File: src/rtl/exc_pkg.sv
package exc_pkg;
  typedef enum logic [1:0] {
    VEC_USER   = 2'd0,
    VEC_KERNEL = 2'd1,
    VEC_DOUBLE = 2'd2,
    VEC_DEBUG  = 2'd3
  } vec_e;

  localparam int ST_LVL_LSB = 0;
  localparam int ST_LVL_W   = 4;
  localparam int ST_EXCM    = 4;
  localparam int ST_UM      = 5;
endpackage

File: src/rtl/exc_arbiter.sv
module exc_arbiter #(
  parameter int DEBUG_LEVEL = 6,
  parameter int LVL_W       = 4
) (
  input  logic             gen_req_i,
  input  logic             dbg_req_i,
  input  logic [LVL_W-1:0] cur_lvl_i,
  output logic             take_gen_o,
  output logic             take_dbg_o
);
  localparam logic [LVL_W-1:0] DBG_LVL = LVL_W'(DEBUG_LEVEL);

  always_comb begin
    take_dbg_o = dbg_req_i && (cur_lvl_i < DBG_LVL);
    take_gen_o = gen_req_i && !take_dbg_o;
  end
endmodule

File: src/rtl/exc_vector_sel.sv
module exc_vector_sel
  import exc_pkg::*;
#(
  parameter bit HAS_DEPC = 1'b1
) (
  input  logic take_gen_i,
  input  logic take_dbg_i,
  input  logic excm_i,
  input  logic um_i,
  output vec_e vec_o,
  output logic depc_we_o
);
  always_comb begin
    if (take_dbg_i)  vec_o = VEC_DEBUG;
    else if (excm_i) vec_o = VEC_DOUBLE;
    else if (um_i)   vec_o = VEC_USER;
    else             vec_o = VEC_KERNEL;
    depc_we_o = HAS_DEPC && take_gen_i && excm_i;
  end
endmodule

File: src/rtl/exc_state_regs.sv
module exc_state_regs
  import exc_pkg::*;
#(
  parameter int XLEN        = 32,
  parameter int CAUSE_W     = 6,
  parameter int DCAUSE_W    = 6,
  parameter int DEBUG_LEVEL = 6
) (
  input  logic                               clk_i,
  input  logic                               rst_ni,
  input  logic                               take_gen_i,
  input  logic                               take_dbg_i,
  input  logic                               depc_we_i,
  input  vec_e                               vec_i,
  input  logic [CAUSE_W-1:0]                 cause_i,
  input  logic [DCAUSE_W-1:0]                dcause_i,
  input  logic [XLEN-1:0]                    pc_i,
  input  logic                               has_vaddr_i,
  input  logic [XLEN-1:0]                    vaddr_i,
  input  logic [XLEN-1:0]                    status_i,
  output logic                               vec_valid_o,
  output logic [1:0]                         vec_code_o,
  output logic [XLEN-1:0]                    status_o,
  output logic [CAUSE_W-1:0]                 cause_o,
  output logic [XLEN-1:0]                    vaddr_o,
  output logic [DCAUSE_W-1:0]                dcause_o,
  output logic [XLEN-1:0]                    depc_o,
  output logic [DEBUG_LEVEL:1][XLEN-1:0]     epc_o,
  output logic [DEBUG_LEVEL:2][XLEN-1:0]     eps_o
);
  localparam logic [XLEN-1:0] LVL_MASK  = XLEN'(((1 << ST_LVL_W) - 1) << ST_LVL_LSB);
  localparam logic [XLEN-1:0] EXCM_BIT  = XLEN'(1) << ST_EXCM;
  localparam logic [XLEN-1:0] DBG_FIELD = XLEN'(DEBUG_LEVEL) << ST_LVL_LSB;

  logic            take_any;
  logic [XLEN-1:0] st_next;

  always_comb begin
    take_any = take_gen_i || take_dbg_i;
    if (take_dbg_i) st_next = (status_i & ~LVL_MASK) | DBG_FIELD | EXCM_BIT;
    else            st_next = status_i | EXCM_BIT;
  end

  always_ff @(posedge clk_i or negedge rst_ni) begin
    if (!rst_ni) begin
      vec_valid_o <= 1'b0;
      vec_code_o  <= '0;
      status_o    <= '0;
      cause_o     <= '0;
      vaddr_o     <= '0;
      dcause_o    <= '0;
      depc_o      <= '0;
    end else begin
      vec_valid_o <= take_any;
      if (take_any) begin
        vec_code_o <= vec_i;
        status_o   <= st_next;
      end
      if (take_gen_i) cause_o <= cause_i;
      if (take_gen_i && has_vaddr_i) vaddr_o <= vaddr_i;
      if (take_dbg_i) dcause_o <= dcause_i;
      if (depc_we_i) depc_o <= pc_i;
    end
  end

  for (genvar l = 1; l <= DEBUG_LEVEL; l++) begin : g_epc
    logic we;
    assign we = ((l == 1) && take_gen_i && !depc_we_i) ||
                ((l == DEBUG_LEVEL) && take_dbg_i);
    always_ff @(posedge clk_i or negedge rst_ni) begin
      if (!rst_ni)  epc_o[l] <= '0;
      else if (we)  epc_o[l] <= pc_i;
    end
  end

  for (genvar l = 2; l <= DEBUG_LEVEL; l++) begin : g_eps
    logic we;
    assign we = (l == DEBUG_LEVEL) && take_dbg_i;
    always_ff @(posedge clk_i or negedge rst_ni) begin
      if (!rst_ni)  eps_o[l] <= '0;
      else if (we)  eps_o[l] <= status_i;
    end
  end
endmodule

File: src/rtl/exc_entry_top.sv
module exc_entry_top
  import exc_pkg::*;
#(
  parameter int XLEN        = 32,
  parameter int CAUSE_W     = 6,
  parameter int DCAUSE_W    = 6,
  parameter int DEBUG_LEVEL = 6,
  parameter bit HAS_DEPC    = 1'b1
) (
  input  logic                           clk_i,
  input  logic                           rst_ni,
  input  logic                           gen_req_i,
  input  logic [CAUSE_W-1:0]             cause_i,
  input  logic                           has_vaddr_i,
  input  logic [XLEN-1:0]                vaddr_i,
  input  logic                           dbg_req_i,
  input  logic [DCAUSE_W-1:0]            dcause_i,
  input  logic [XLEN-1:0]                fault_pc_i,
  input  logic [XLEN-1:0]                status_i,
  output logic                           vec_valid_o,
  output logic [1:0]                     vec_code_o,
  output logic [XLEN-1:0]                status_o,
  output logic [CAUSE_W-1:0]             cause_o,
  output logic [XLEN-1:0]                vaddr_o,
  output logic [DCAUSE_W-1:0]            dcause_o,
  output logic [XLEN-1:0]                depc_o,
  output logic [DEBUG_LEVEL:1][XLEN-1:0] epc_o,
  output logic [DEBUG_LEVEL:2][XLEN-1:0] eps_o
);
  logic take_gen, take_dbg, depc_we;
  vec_e vec;

  exc_arbiter #(.DEBUG_LEVEL(DEBUG_LEVEL), .LVL_W(ST_LVL_W)) u_arb (
    .gen_req_i  (gen_req_i),
    .dbg_req_i  (dbg_req_i),
    .cur_lvl_i  (status_i[ST_LVL_LSB +: ST_LVL_W]),
    .take_gen_o (take_gen),
    .take_dbg_o (take_dbg)
  );

  exc_vector_sel #(.HAS_DEPC(HAS_DEPC)) u_vsel (
    .take_gen_i (take_gen),
    .take_dbg_i (take_dbg),
    .excm_i     (status_i[ST_EXCM]),
    .um_i       (status_i[ST_UM]),
    .vec_o      (vec),
    .depc_we_o  (depc_we)
  );

  exc_state_regs #(
    .XLEN(XLEN), .CAUSE_W(CAUSE_W), .DCAUSE_W(DCAUSE_W), .DEBUG_LEVEL(DEBUG_LEVEL)
  ) u_regs (
    .clk_i       (clk_i),
    .rst_ni      (rst_ni),
    .take_gen_i  (take_gen),
    .take_dbg_i  (take_dbg),
    .depc_we_i   (depc_we),
    .vec_i       (vec),
    .cause_i     (cause_i),
    .dcause_i    (dcause_i),
    .pc_i        (fault_pc_i),
    .has_vaddr_i (has_vaddr_i),
    .vaddr_i     (vaddr_i),
    .status_i    (status_i),
    .vec_valid_o (vec_valid_o),
    .vec_code_o  (vec_code_o),
    .status_o    (status_o),
    .cause_o     (cause_o),
    .vaddr_o     (vaddr_o),
    .dcause_o    (dcause_o),
    .depc_o      (depc_o),
    .epc_o       (epc_o),
    .eps_o       (eps_o)
  );
endmodule

File: config.mk
export PLATFORM = sky130hd
export DESIGN_NAME = exc_entry_top
export DESIGN_NICKNAME = d
export VERILOG_FILES = /design/src/rtl/exc_pkg.sv /design/src/rtl/exc_arbiter.sv /design/src/rtl/exc_vector_sel.sv /design/src/rtl/exc_state_regs.sv /design/src/rtl/exc_entry_top.sv
export SDC_FILE = /design/constraint.sdc
export NUM_CORES = 1
export LEC_CHECK = 0
export ABC_AREA = 1
export ABC_CLOCK_PERIOD_IN_PS = 1000
export BUFFER_PORTS_ARGS = -buffer_cell sky130_fd_sc_hd__buf_2
export CAP_MARGIN = 25
export CELL_PAD_IN_SITES_DETAIL_PLACEMENT = 1
export CELL_PAD_IN_SITES_GLOBAL_PLACEMENT = 1
export CORE_AREA = 2 2 227 229
export DETAILED_ROUTE_END_ITERATION = 8
export DIE_AREA = 0 0 229 231
export HOLD_SLACK_MARGIN = 0.08
export MAX_ROUTING_LAYER = met4
export PLACE_DENSITY_LB_ADDON = 0.2
export SYNTH_ARGS = -nofsm -noshare
export SYNTH_HDL_FRONTEND = slang
export SYNTH_SLANG_ARGS = --single-unit
File: constraint.sdc
create_clock -name clk_i -period 1 [get_ports clk_i]
set_input_delay 0.2 -clock clk_i [delete_from_list [all_inputs] [get_ports clk_i]]
set_output_delay 0.2 -clock clk_i [all_outputs]
set_load 0.005 [all_outputs]
Yosys cells after proc, flatten, opt, wreduce, memory -nomap -nowiden
Index checks and enable logic that the tools add are counted.

Register bits: 207. Output and inout port bits: 463. Input port bits: 113. Bits in writable memories: 0. Memories: 0. Bits in read-only memories: 0. Latch bits: 0.

Div/mod/pow operators: 0. Reductions and logical operators: 8. Order comparisons: 1. Bitwise gates (word level): 0. Muxes and demuxes: 4. Shifts and indexed selects: 0. Multipliers: 0. Add/sub/neg operators: 0. Equal/unequal tests: 0.

Operator list (number): 1-bit logical AND (5); 4-bit by 3-bit < comparator with 1-bit output (second input constant) (1); 2-bit two-way mux (2); 4-bit two-way mux (1); 1-bit logical NOT (2); 1-bit logical OR (1); 1-bit two-way mux (1).

Logic depth before layout (Yosys ltp)
Depth after elaboration: 7. Mapped depth: 7.

Cells and area by module
From an unflattened synthesis, not the netlist that was laid out.

Cell total of the unflattened synthesis: 1152. Area total of the unflattened synthesis: 9963.3 um^2.

Modules (own cells, without submodules): exc_state_regs (cells each 1141, seq. area each 5180.0 um^2, area each 9912.0 um^2, instances 1); exc_arbiter (cells each 6, seq. area each 0.0 um^2, area each 28.8 um^2, instances 1); exc_vector_sel (cells each 5, seq. area each 0.0 um^2, area each 22.5 um^2, instances 1).

Worst setup path before layout
No wires, ideal clock.

Path type: input -> register. Start: input port status_i[3]. End: register u_regs.dcause_o[5]. Stages: 7. Arrival time: 0.891 ns. Slack: -0.008 ns. Path buffers: 3. Path through: inv_1 -> nand3_2 -> buf_6 -> buf_4 -> buf_4 -> nand2_1 -> nand2_1.

Longest elaborated chain between the ends: 2.

RTL lines: start, declared (RTL line exc_entry_top.sv:19) `input logic [XLEN-1:0] status_i,`; 4-bit by 3-bit < comparator with 1-bit output (RTL line exc_arbiter.sv:14) `take_dbg_o = dbg_req_i && (cur_lvl_i < DBG_LVL);`; 1-bit logical AND (RTL line exc_arbiter.sv:14); end signal, assigned (RTL line exc_state_regs.sv:61) `if (take_dbg_i) dcause_o <= dcause_i;`; end, declared (RTL line exc_state_regs.sv:26) `output logic [DCAUSE_W-1:0] dcause_o,`.

No other way between the ends. A chain may end at the register's enable or synchronous reset.

Worst setup path after layout
Start: register u_regs.vaddr_o[20]. End: output port vaddr_o[20].

RTL lines: start, declared (RTL line exc_state_regs.sv:25) `output logic [XLEN-1:0] vaddr_o,`; start signal, assigned (RTL line exc_state_regs.sv:60) `if (take_gen_i && has_vaddr_i) vaddr_o <= vaddr_i;`; end, declared (RTL line exc_entry_top.sv:24) `output logic [XLEN-1:0] vaddr_o,`.

No word-level cell between the ends.

==> impl_metrics.toml <==
[cts]
cts_buffers = 26
cts_tree = "yes"
clockBufferDepth = 3
clkSinkCount = 207
cts-root-buf = "clkbuf_16"
clkTransAtPathRegs_ns = 0.06
clk_latency_ns = 0.53
htreeDepth = 1

[logic_synthesis]
synth-compound-area-share_pct = 0.2452
synthAdderAreaFrac_pct = 0
syn_area_per_cell_um2 = 8.784
synthTopCellsByArea = "dfrtp_1 (51%), buf_4 (19%), nand2_1 (17%)"
yosysMostFrequentCell = "nand2_1"
synth.top_cell.area_share_pct = 50.75
synth_common_cells = "nand2_1 (473), buf_4 (264), dfrtp_1 (207)"
ys_async_sr_fraction_pct = 100.0
synth_simple_gate_area_share_pct = 25.74
synth-xor-area-share_pct = 0
synthMuxAreaShare_pct = 0
syn_inst = 1162
synth.distinct_cells = 18
yosys.area.top_type = "dfrtp_1"
ys_warn_count = 0
ys.flop_type = "dfrtp_1"
netlist_area_um2 = 10210
synth-edff-count = 0
yosysSeqAreaShare_pct = 50.75
synth_top_family_by_area = "simple AND/OR/NAND/NOR gates"
ys_seq_elements = 207

[global_routing]
grt.total_usage_pct = 14.04
grt_max_degree = 60
antenna_found_initial = 0
overflow = 0
first_global_vias = 8961
grt_pass1_wl_mm = 56.41

[setup_path]
path_max_fanout = 2
critPathCaptureType = "primary output"
cp_cell_sequence = "buf_2"
max_stage_delay_ns = 0.42
cpMaxStageDelayCell = "dfrtp_1"
arrival_ns = 1.11
startpoint_type = "flop"
worstSetupPathType = "flop to primary output"
cp.required_ns = 0.80
path_delay_family = "flip-flops"
critical_path_buf_inv_count = 1

[timing]
max_freq_ghz = 0.7625
setup_ws_ns = -0.3116
rsz0062_at_grt = "true"
skew_ns = 0
final-max-slew-violation-count = 0
finalHoldViolations = 0
fin_crit_sh_pct = 131.2
post-route-min-period_ns = 1.312
holdWs_ns = 0.1324
setup_viol = 207

[placed_design]
port_buffers = 319
post-dp-hpwl_mm = 26.87
place_congestion = 0.7396
pre_cts_ws_ns = -0.3184

[pwr]
p_per_area_nw_per_um2 = 1715
vdd_drop_max_v = 0.001057
internal_power_w = 0.01819
power_frac_clock_pct = 37.3
pwr-share-comb_pct = 22.5
power.sequential.fraction_pct = 40.2
p_switching_w = 0.007304
swShare_pct = 28.65
power_leakage_nw = 8.292

[min_path]
hp-class = "input pin to asynchronous set/reset pin"

[flow_run]
drv_cap = 0

[route]
dr.first_iter.drc_count = 379
ant_nets = 0
wirelength_mm = 38.31
via_per_inst = 3.748
first_pass_iters = 6
drc = 0
routedWlPerCell_um = 16.04
num_vias = 8953

[finish]
area_growth_pct = 45.61
drive_gt1_share_pct = 30.02
utilization_pct = 29.33
nNetsFinal = 1804
diodes = 0

[floorplan]
die-area_um2 = 52900
core-area_um2 = 50680
ioPinCount = 576
die_h_um = 231
start_util_pct = 20.14
die_w_um = 229
fp-row-count = 83

[outcome]
violations = "setup timing"
status = "finished, violations left"
-- metrics by stage --
stage | cell area [um2] | setup TNS [ns] | total power, W | std cells
floorplan | 11160 | -0.4746 | 0.01277 | 1417
global placement | 12050 | -51.55 | 0.01483 | 2147
detailed placement | 12050 | -50.04 | 0.01489 | 2147
CTS | 14420 | -60.81 | 0.02551 | 2338
global route | 14860 | -62.84 | 0.02702 | 2389
finish | 14860 | -51.99 | 0.02549 | 2389
-- cells by family after synthesis --
kind of cell           after synthesis
AOI/OAI and AO/OA                    5
buffers and inverters              333
DFF                                207
and+or+nand+nor                    616
other                                1
-- worst paths after layout --
kind,from,endpoint,slack [ns],cells after the start
max in group asynchronous,rst_ni,u_regs.status_o[28],0.32,3
min in group clk_i,has_vaddr_i,u_regs.vaddr_o[11],0.17,4
min reg2reg,u_regs.vaddr_o[21],u_regs.vaddr_o[21],0.47,2
min,rst_ni,u_regs.epc_o[164],0.13,2
max,u_regs.vaddr_o[20],vaddr_o[20],-0.31,1
max reg2reg,u_regs.status_o[3],u_regs.status_o[3],0.10,4
-- metal layers --
layer,global-route usage (%),part of all wire (%)
met5,-,0
met4,2.963,1.3
met3,2.693,6.4
met2,23.36,49
met1,17.74,43
-- cells in the final DEF (no fill, tap or decap) --
| cell type | count |
|---|---|
| nand2_1 | 473 |
| buf_2 | 283 |
| conb_1 | 256 |
| dfrtp_1 | 207 |
| buf_4 | 118 |
| dlygate4sd3_1 | 108 |
| nand4_1 | 96 |
| nand3_1 | 41 |
| buf_6 | 34 |
| clkbuf_16 | 27 |
| buf_12 | 27 |
| clkinv_2 | 8 |
| inv_1 | 5 |
| o21ai_0 | 5 |
| clkbuf_8 | 5 |
| clkbuf_1 | 4 |
| inv_2 | 3 |
| nand3_2 | 2 |
| bufinv_16 | 2 |
| nand3_4 | 1 |
| nand2_2 | 1 |
| nor2_1 | 1 |
| or2_2 | 1 |
| buf_8 | 1 |
-- power groups by stage --
stage	logic (W)	registers, W	clock network [W]
2_1_floorplan	0.00236	0.0104	0
3_3_place_gp	0.00449	0.0103	0
3_5_place_dp	0.00454	0.0103	0
4_1_cts	0.00535	0.0102	0.00991
5_1_grt	0.00638	0.0104	0.0103
6_report	0.00573	0.0102	0.00952
-- repair_timing --
action	4_1_cts	5_1_grt
hold buffers	108	0
setup buffers	37	51
endpoints found under the hold margin	409	0
endpoints found under the setup margin	207	207
gates resized for setup	32	10
cloned	0	0
-- final cells by class --
cell class,count,area [um2]
Multi-Input combinational cell,877,3621
Inverter,8,30.03
Tap cell,680,850.8
Sequential cell,207,5180
Clock inverter,10,100.1
Timing Repair Buffer,571,4322
Clock buffer,36,759.5
Fill cell,6161,35820
-- registers in the layout, summed over array words and instances (netlist names) --
signal / cells
u_regs.cause_o: 6
u_regs.dcause_o: 6
u_regs.depc_o: 32
u_regs.epc_o: 64
u_regs.eps_o: 32
u_regs.status_o: 32
u_regs.vaddr_o: 32
u_regs.vec_code_o: 2
u_regs.vec_valid_o: 1
(Power assumes the default switching activity.)
